`config.mk`:
```
export PLATFORM = sky130hd
export DESIGN_NAME = msr_list_walker
export DESIGN_NICKNAME = d
export VERILOG_FILES = /design/src/rtl/msrl_pkg.sv /design/src/rtl/msrl_cursor.sv /design/src/rtl/msrl_guard.sv /design/src/rtl/msr_list_walker.sv
export SDC_FILE = /design/constraint.sdc
export NUM_CORES = 1
export LEC_CHECK = 0
export CAP_MARGIN = 20
export CELL_PAD_IN_SITES_DETAIL_PLACEMENT = 1
export CELL_PAD_IN_SITES_GLOBAL_PLACEMENT = 1
export CORE_AREA = 2 2 222 224
export CTS_CLUSTER_SIZE = 12
export DETAILED_ROUTE_END_ITERATION = 8
export DIE_AREA = 0 0 224 226
export PLACE_DENSITY_LB_ADDON = 0.05
export SLEW_MARGIN = 10
export SYNTH_ARGS = -nofsm -noshare
export SYNTH_HDL_FRONTEND = slang
export SYNTH_SLANG_ARGS = --single-unit
```
`constraint.sdc`:
```
create_clock -name clk -period 2.91 [get_ports clk]
set_clock_uncertainty 0.15 [all_clocks]
set_input_delay 0.4365 -clock clk [delete_from_list [all_inputs] [get_ports clk]]
set_output_delay 0.4365 -clock clk [all_outputs]
set_load 0.03 [all_outputs]
```
`src/rtl/msrl_pkg.sv`:
```
package msrl_pkg;

    localparam int IDX_W       = 32;
    localparam int VAL_W       = 64;
    localparam int ENTRY_W     = 128;
    localparam int ENTRY_BYTES = ENTRY_W / 8;
    localparam int ALIGN_W     = $clog2(ENTRY_BYTES);
    localparam int VAL_LSB     = ENTRY_W - VAL_W;

    typedef enum logic [1:0] {
        MODE_STORE    = 2'b00,
        MODE_LD_EXIT  = 2'b01,
        MODE_LD_ENTRY = 2'b10,
        MODE_RSVD     = 2'b11
    } list_mode_e;

    typedef enum logic [2:0] {
        ST_IDLE,
        ST_RD_ENT,
        ST_MSR_RD,
        ST_MSR_WR,
        ST_WR_ENT
    } walk_st_e;

endpackage

```
`src/rtl/msrl_cursor.sv`:
```
module msrl_cursor
    import msrl_pkg::*;
#(
    parameter int ADDR_W = 32,
    parameter int CNT_W  = 9
) (
    input  logic              clk,
    input  logic              rst_n,
    input  logic              load_i,
    input  logic [ADDR_W-1:0] base_i,
    input  logic [CNT_W-1:0]  count_i,
    input  logic              step_i,
    output logic [ADDR_W-1:0] addr_o,
    output logic              last_o
);

    localparam logic [ADDR_W-1:0] STRIDE = ADDR_W'(ENTRY_BYTES);
    localparam logic [CNT_W-1:0]  ONE    = CNT_W'(1);

    typedef struct packed {
        logic [ADDR_W-1:0] addr;
        logic [CNT_W-1:0]  left;
    } cur_t;

    cur_t cur_d, cur_q;

    always_comb begin
        cur_d = cur_q;
        if (load_i) begin
            cur_d.addr = base_i;
            cur_d.left = count_i;
        end else if (step_i) begin
            cur_d.addr = cur_q.addr + STRIDE;
            cur_d.left = cur_q.left - ONE;
        end
    end

    always_ff @(posedge clk) begin
        if (!rst_n) begin
            cur_q <= '0;
        end else begin
            cur_q <= cur_d;
        end
    end

    assign addr_o = cur_q.addr;
    assign last_o = (cur_q.left == ONE);


    no_underflow_chk: assert property (@(posedge clk) disable iff (!rst_n)
        step_i |-> (cur_q.left != '0));

endmodule

```
`src/rtl/msrl_guard.sv`:
```
module msrl_guard
    import msrl_pkg::*;
#(
    parameter int N_BLK = 2
) (
    input  logic [IDX_W-1:0]            idx_i,
    input  logic [N_BLK-1:0][IDX_W-1:0] blk_i,
    output logic                        hit_o
);

    logic [N_BLK-1:0] match;

    for (genvar g = 0; g < N_BLK; g++) begin : g_cmp
        assign match[g] = (idx_i == blk_i[g]);
    end

    assign hit_o = |match;

endmodule

```
`src/rtl/msr_list_walker.sv`:
```
module msr_list_walker
    import msrl_pkg::*;
#(
    parameter int ADDR_W = 32,
    parameter int CNT_W  = 9
) (
    input  logic               clk,
    input  logic               rst_n,
    input  logic               start_i,
    input  logic [1:0]         mode_i,
    input  logic [ADDR_W-1:0]  base_i,
    input  logic [CNT_W-1:0]   count_i,
    input  logic [31:0]        blk_idx_a_i,
    input  logic [31:0]        blk_idx_b_i,
    output logic               mem_req_o,
    output logic               mem_we_o,
    output logic [ADDR_W-1:0]  mem_addr_o,
    output logic [127:0]       mem_wdata_o,
    input  logic               mem_ack_i,
    input  logic [127:0]       mem_rdata_i,
    output logic               msr_rd_o,
    output logic               msr_wr_o,
    output logic [31:0]        msr_idx_o,
    output logic [63:0]        msr_wdata_o,
    input  logic               msr_ack_i,
    input  logic [63:0]        msr_rdata_i,
    output logic               done_o,
    output logic               err_o
);

    localparam int N_BLK = 2;

    typedef struct packed {
        walk_st_e           st;
        logic               is_load;
        logic [ENTRY_W-1:0] entry;
        logic               done;
        logic               err;
    } walk_t;

    walk_t walk_d, walk_q;

    logic              cur_load;
    logic              cur_step;
    logic [ADDR_W-1:0] cur_addr;
    logic              cur_last;
    logic              blk_hit;
    logic              bad_align;
    logic              bad_mode;

    logic [N_BLK-1:0][IDX_W-1:0] blk_set;
    assign blk_set = {blk_idx_b_i, blk_idx_a_i};

    msrl_cursor #(
        .ADDR_W (ADDR_W),
        .CNT_W  (CNT_W)
    ) u_cursor (
        .clk     (clk),
        .rst_n   (rst_n),
        .load_i  (cur_load),
        .base_i  (base_i),
        .count_i (count_i),
        .step_i  (cur_step),
        .addr_o  (cur_addr),
        .last_o  (cur_last)
    );

    msrl_guard #(
        .N_BLK (N_BLK)
    ) u_guard (
        .idx_i (walk_q.entry[IDX_W-1:0]),
        .blk_i (blk_set),
        .hit_o (blk_hit)
    );

    assign bad_align = (base_i[ALIGN_W-1:0] != '0);
    assign bad_mode  = (list_mode_e'(mode_i) == MODE_RSVD);

    always_comb begin
        walk_d      = walk_q;
        walk_d.done = 1'b0;
        walk_d.err  = 1'b0;
        cur_load    = 1'b0;
        cur_step    = 1'b0;

        unique case (walk_q.st)
            ST_IDLE: begin
                if (start_i) begin
                    if (bad_mode || bad_align) begin
                        walk_d.done = 1'b1;
                        walk_d.err  = 1'b1;
                    end else if (count_i == '0) begin
                        walk_d.done = 1'b1;
                    end else begin
                        cur_load       = 1'b1;
                        walk_d.is_load = (list_mode_e'(mode_i) != MODE_STORE);
                        walk_d.st      = ST_RD_ENT;
                    end
                end
            end
            ST_RD_ENT: begin
                if (mem_ack_i) begin
                    walk_d.entry = mem_rdata_i;
                    walk_d.st    = walk_q.is_load ? ST_MSR_WR : ST_MSR_RD;
                end
            end
            ST_MSR_RD: begin
                if (msr_ack_i) begin
                    walk_d.entry[ENTRY_W-1:VAL_LSB] = msr_rdata_i;
                    walk_d.st                        = ST_WR_ENT;
                end
            end
            ST_MSR_WR: begin
                if (blk_hit || msr_ack_i) begin
                    cur_step    = 1'b1;
                    walk_d.st   = cur_last ? ST_IDLE : ST_RD_ENT;
                    walk_d.done = cur_last;
                end
            end
            ST_WR_ENT: begin
                if (mem_ack_i) begin
                    cur_step    = 1'b1;
                    walk_d.st   = cur_last ? ST_IDLE : ST_RD_ENT;
                    walk_d.done = cur_last;
                end
            end
            default: walk_d.st = ST_IDLE;
        endcase
    end

    always_ff @(posedge clk) begin
        if (!rst_n) begin
            walk_q <= '{st: ST_IDLE, is_load: 1'b0, entry: '0, done: 1'b0, err: 1'b0};
        end else begin
            walk_q <= walk_d;
        end
    end

    assign mem_req_o   = (walk_q.st == ST_RD_ENT) || (walk_q.st == ST_WR_ENT);
    assign mem_we_o    = (walk_q.st == ST_WR_ENT);
    assign mem_addr_o  = cur_addr;
    assign mem_wdata_o = walk_q.entry;
    assign msr_rd_o    = (walk_q.st == ST_MSR_RD);
    assign msr_wr_o    = (walk_q.st == ST_MSR_WR) && !blk_hit;
    assign msr_idx_o   = walk_q.entry[IDX_W-1:0];
    assign msr_wdata_o = walk_q.entry[ENTRY_W-1:VAL_LSB];
    assign done_o      = walk_q.done;
    assign err_o       = walk_q.err;


    port_excl_chk: assert property (@(posedge clk) disable iff (!rst_n)
        !(mem_req_o && (msr_rd_o || msr_wr_o)));


    addr_align_chk: assert property (@(posedge clk) disable iff (!rst_n)
        mem_req_o |-> (mem_addr_o[ALIGN_W-1:0] == '0));


    wb_same_addr_chk: assert property (@(posedge clk) disable iff (!rst_n)
        (mem_req_o && mem_we_o) |-> $stable(mem_addr_o));


    wb_value_chk: assert property (@(posedge clk) disable iff (!rst_n)
        (mem_req_o && mem_we_o && $past(msr_rd_o && msr_ack_i))
        |-> (mem_wdata_o[127:64] == $past(msr_rdata_i)));


    blk_skip_chk: assert property (@(posedge clk) disable iff (!rst_n)
        msr_wr_o |-> ((msr_idx_o != blk_idx_a_i) && (msr_idx_o != blk_idx_b_i)));


    zero_cnt_chk: assert property (@(posedge clk) disable iff (!rst_n)
        (start_i && walk_q.st == ST_IDLE && !bad_mode && !bad_align && count_i == '0)
        |=> (done_o && !err_o && !mem_req_o));


    err_done_chk: assert property (@(posedge clk) disable iff (!rst_n)
        err_o |-> (done_o && !mem_req_o && !msr_rd_o && !msr_wr_o));


    done_pulse_chk: assert property (@(posedge clk) disable iff (!rst_n)
        done_o |=> !done_o);

endmodule

```
==> metrics.csv <==
metric,value,unit
dr_total_vias,10900,
cts_hold_buffers,0,
muxShareOfSynthArea,1.08,%
critPathKind,input port to output pin,
path_clk_slew,0.07,ns
synthCells,1397,
cellPowerDensity,367,mW/mm^2
nets,2015,
syn_area_per_cell,8.01,sq um
grt_pass1_wl,75100,microns
drt-met1-wl,22400,microns
final_hold_viol_count,0,
setup_viol,0,
synthXorXnorAreaFrac,5.24,%
antenna_left,0,
ff_latch_area,0.00353,sq mm
yosys_warnings,0,
synthFlopType,dfxtp_1,
netlist-cell-type-count,68,
cp.required,2.32,ns
die_y,226,microns
drc,0,
wirelength,52000,microns
slew_headroom,61.3,%
slowest_delay,0.43,ns
synth_edf_count,0,
vias_per_cell,4.65,
cpMostUsedCell,buf_4,
final.period_utilization,95.9,%
final_cell_mix,"clkdlybuf4s50_1 (560), nand2_1 (242), dfxtp_1 (159), a21oi_1 (91), nor2_1 (91)",
synth_nets,1704,
synth_top_family_by_area,simple AND/OR/NAND/NOR gates,
cp_slowest_cell,clkdlybuf4s50_1,
clockBufferDepth,2,
synth.yosys.seq_area_share,31.3,%
status,"finished, final reports clean",
cts_root_buffer,clkbuf_16,
synthAdderAreaFrac,0.335,%
multiInputGateArea,0.00540,sq mm
finalWorstSetupSlack,0.120,ns
drv_cap,0,
synth_area,0.0112,sq mm
finalWeightedCongestion,0.767,
synth_seq_cells,175,
worst_pin_slew,0.566,ns
peakVddDrop,320,uV
start_util,23.2,%
io-pin-count,566,
grt_pass1_vias,11200,
antenna_found_initial,9,
layout-drive-gt1-share,12.1,%
slew_viol_final,0,
die_w,224,microns
synth_simple_gate_area_share,21.6,%
worstSetupStartpointType,input port,
wire_per_inst,22.1,microns
cp.arrival,2.20,ns
top_layer,met5,
die_area,0.0506,sq mm
hold_class,input port to flop,
cts_sinks,175,
place_ws,-0.305,ns
htree_levels,4,
endpoint_kind,output pin,
drt_first_iter_violations,428,
grt_overflow,0,
leakage,5.71,nW
hpwl,39500,microns
met2_length,25500,microns
cp_max_fo,3,
drt_pre_antenna_iters,4,
num_rows,81,
power,6.17,mW
clk_latency,0.49,ns
coreArea,0.0483,sq mm
fillers,5590,
fin_crit,2.79,ns
numCtsBuffers,17,
fmax,358,MHz
grt.total_usage,20.0,%
path_cells,clkdlybuf4s50_1 > xor2_1 > nor4_1 > nand4_1 > buf_4 > o22ai_2 > nor2_1 > buf_4,
cts_tree,yes,
io_buffers,565,
final_common_cell,clkdlybuf4s50_1,
async_flop_share,0,%
layout-area-overhead-vs-synth,50.2,%
grt_max_degree,98,
met3WireLength,3320,microns
synth_compound_area_share,19.0,%
## critical path, delay by kind of cell
| family | cells | cell delay [ns] |
|---|---|---|
| buffers and inverters | 3 | 0.80 |
| and+or+nand+nor | 3 | 0.65 |
| xor gates and xnor gates | 1 | 0.16 |
| AOI/OAI and AO/OA | 1 | 0.16 |
## flip-flops by register name, summed over array words and instances, names as in the netlist
| name | count |
|---|---|
| u_cursor.addr_o | 32 |
| done_o | 1 |
| walk_q | 4 |
| u_cursor.cur_q | 9 |
| err_o | 1 |
| mem_wdata_o | 128 |
## final timing paths
| path | startpoint | endpoint | slack [ns] | cells past startpoint |
|---|---|---|---|---|
| max | blk_idx_a_i[25] | msr_wr_o | 0.12 | 8 |
| min | mem_ack_i | walk_q[133] | 0.23 | 3 |
| max reg2reg | mem_wdata_o[27] | u_cursor.addr_o[11] | 0.22 | 10 |
| min reg2reg | mem_wdata_o[61] | mem_wdata_o[61] | 0.31 | 2 |
## power by group
part           internal (mW)  switching [mW]
registers               2.44          0.0504
logic                  0.618           0.521
clock network           1.37            1.17
total                   4.43            1.74
## cells in the mapped netlist (3+ instances only)
library cell	number	area, sq um
a211o_1	3	26.3
a211oi_1	7	52.6
a21oi_1	91	455
a221oi_2	14	210
a311oi_1	67	587
a31oi_1	3	18.8
and2_1	8	50.1
and3_1	8	50.1
buf_1	4	15.0
buf_2	13	65.1
buf_4	259	1940
buf_6	7	78.8
clkbuf_1	70	263
dfxtp_1	175	3500
ha_1	3	37.5
inv_1	6	22.5
mux2i_1	11	110
nand2_1	242	908
nand3_1	80	400
nand4_1	10	62.6
nor2_1	92	345
nor2b_1	3	18.8
nor3_1	20	100
nor3_2	3	30.0
nor4_1	24	150
nor4_2	5	62.6
o211ai_1	12	90.1
o22ai_1	10	62.6
o31a_1	6	52.6
o31ai_1	3	22.5
o32ai_2	21	342
or3_1	6	37.5
xnor2_1	3	26.3
xor2_1	64	561
## stage by stage
| step | cell area, sq um | TNS (ns) | hold slack (ns) | std cells | utilization (%) |
|---|---|---|---|---|---|
| floorplan | 11200 | 0 | 0.287 | 1397 | - |
| global placement | 16100 | -8.06 | 0.293 | 2308 | 33.2 |
| detailed placement | 16100 | -9.58 | 0.302 | 2308 | 33.2 |
| CTS | 16700 | -0.0149 | 0.178 | 2340 | 34.6 |
| global route | 16800 | -0.0348 | 0.233 | 2349 | 34.8 |
| finish | 16800 | 0 | 0.228 | 2350 | 34.8 |
## logic make-up after synthesis
group	Yosys count
and+or+nand+nor	523
adders and majority gates	3
buffers and inverters	361
AOI/OAI and AO/OA	256
DFF	175
muxes	12
xor gates and xnor gates	67
## routing by layer
| metal | vias up | global-route usage (%) |
|---|---|---|
| met1 | 5306 | 24.3 |
| met4 | 4 | 6.00 |
| met5 | - | 0 |
| li1 | 5262 | - |
| met2 | 323 | 33.8 |
| met3 | 37 | 6.25 |
## timing repair
action,in CTS,in global routing
setup buffers,0,3
setup endpoints to repair,2,1
pin swaps,5,7
resized for setup,13,18
## layout make-up
class,instances,area share [%]
antenna,7,0.104
clock buffer,19,2.57
clock inverter,13,1.06
inverter,7,0.186
multi-input combinational,861,32.1
sequential,175,21.0
tap,622,4.63
timing repair buffer,646,38.3
Power figures use the tool's default switching activity.
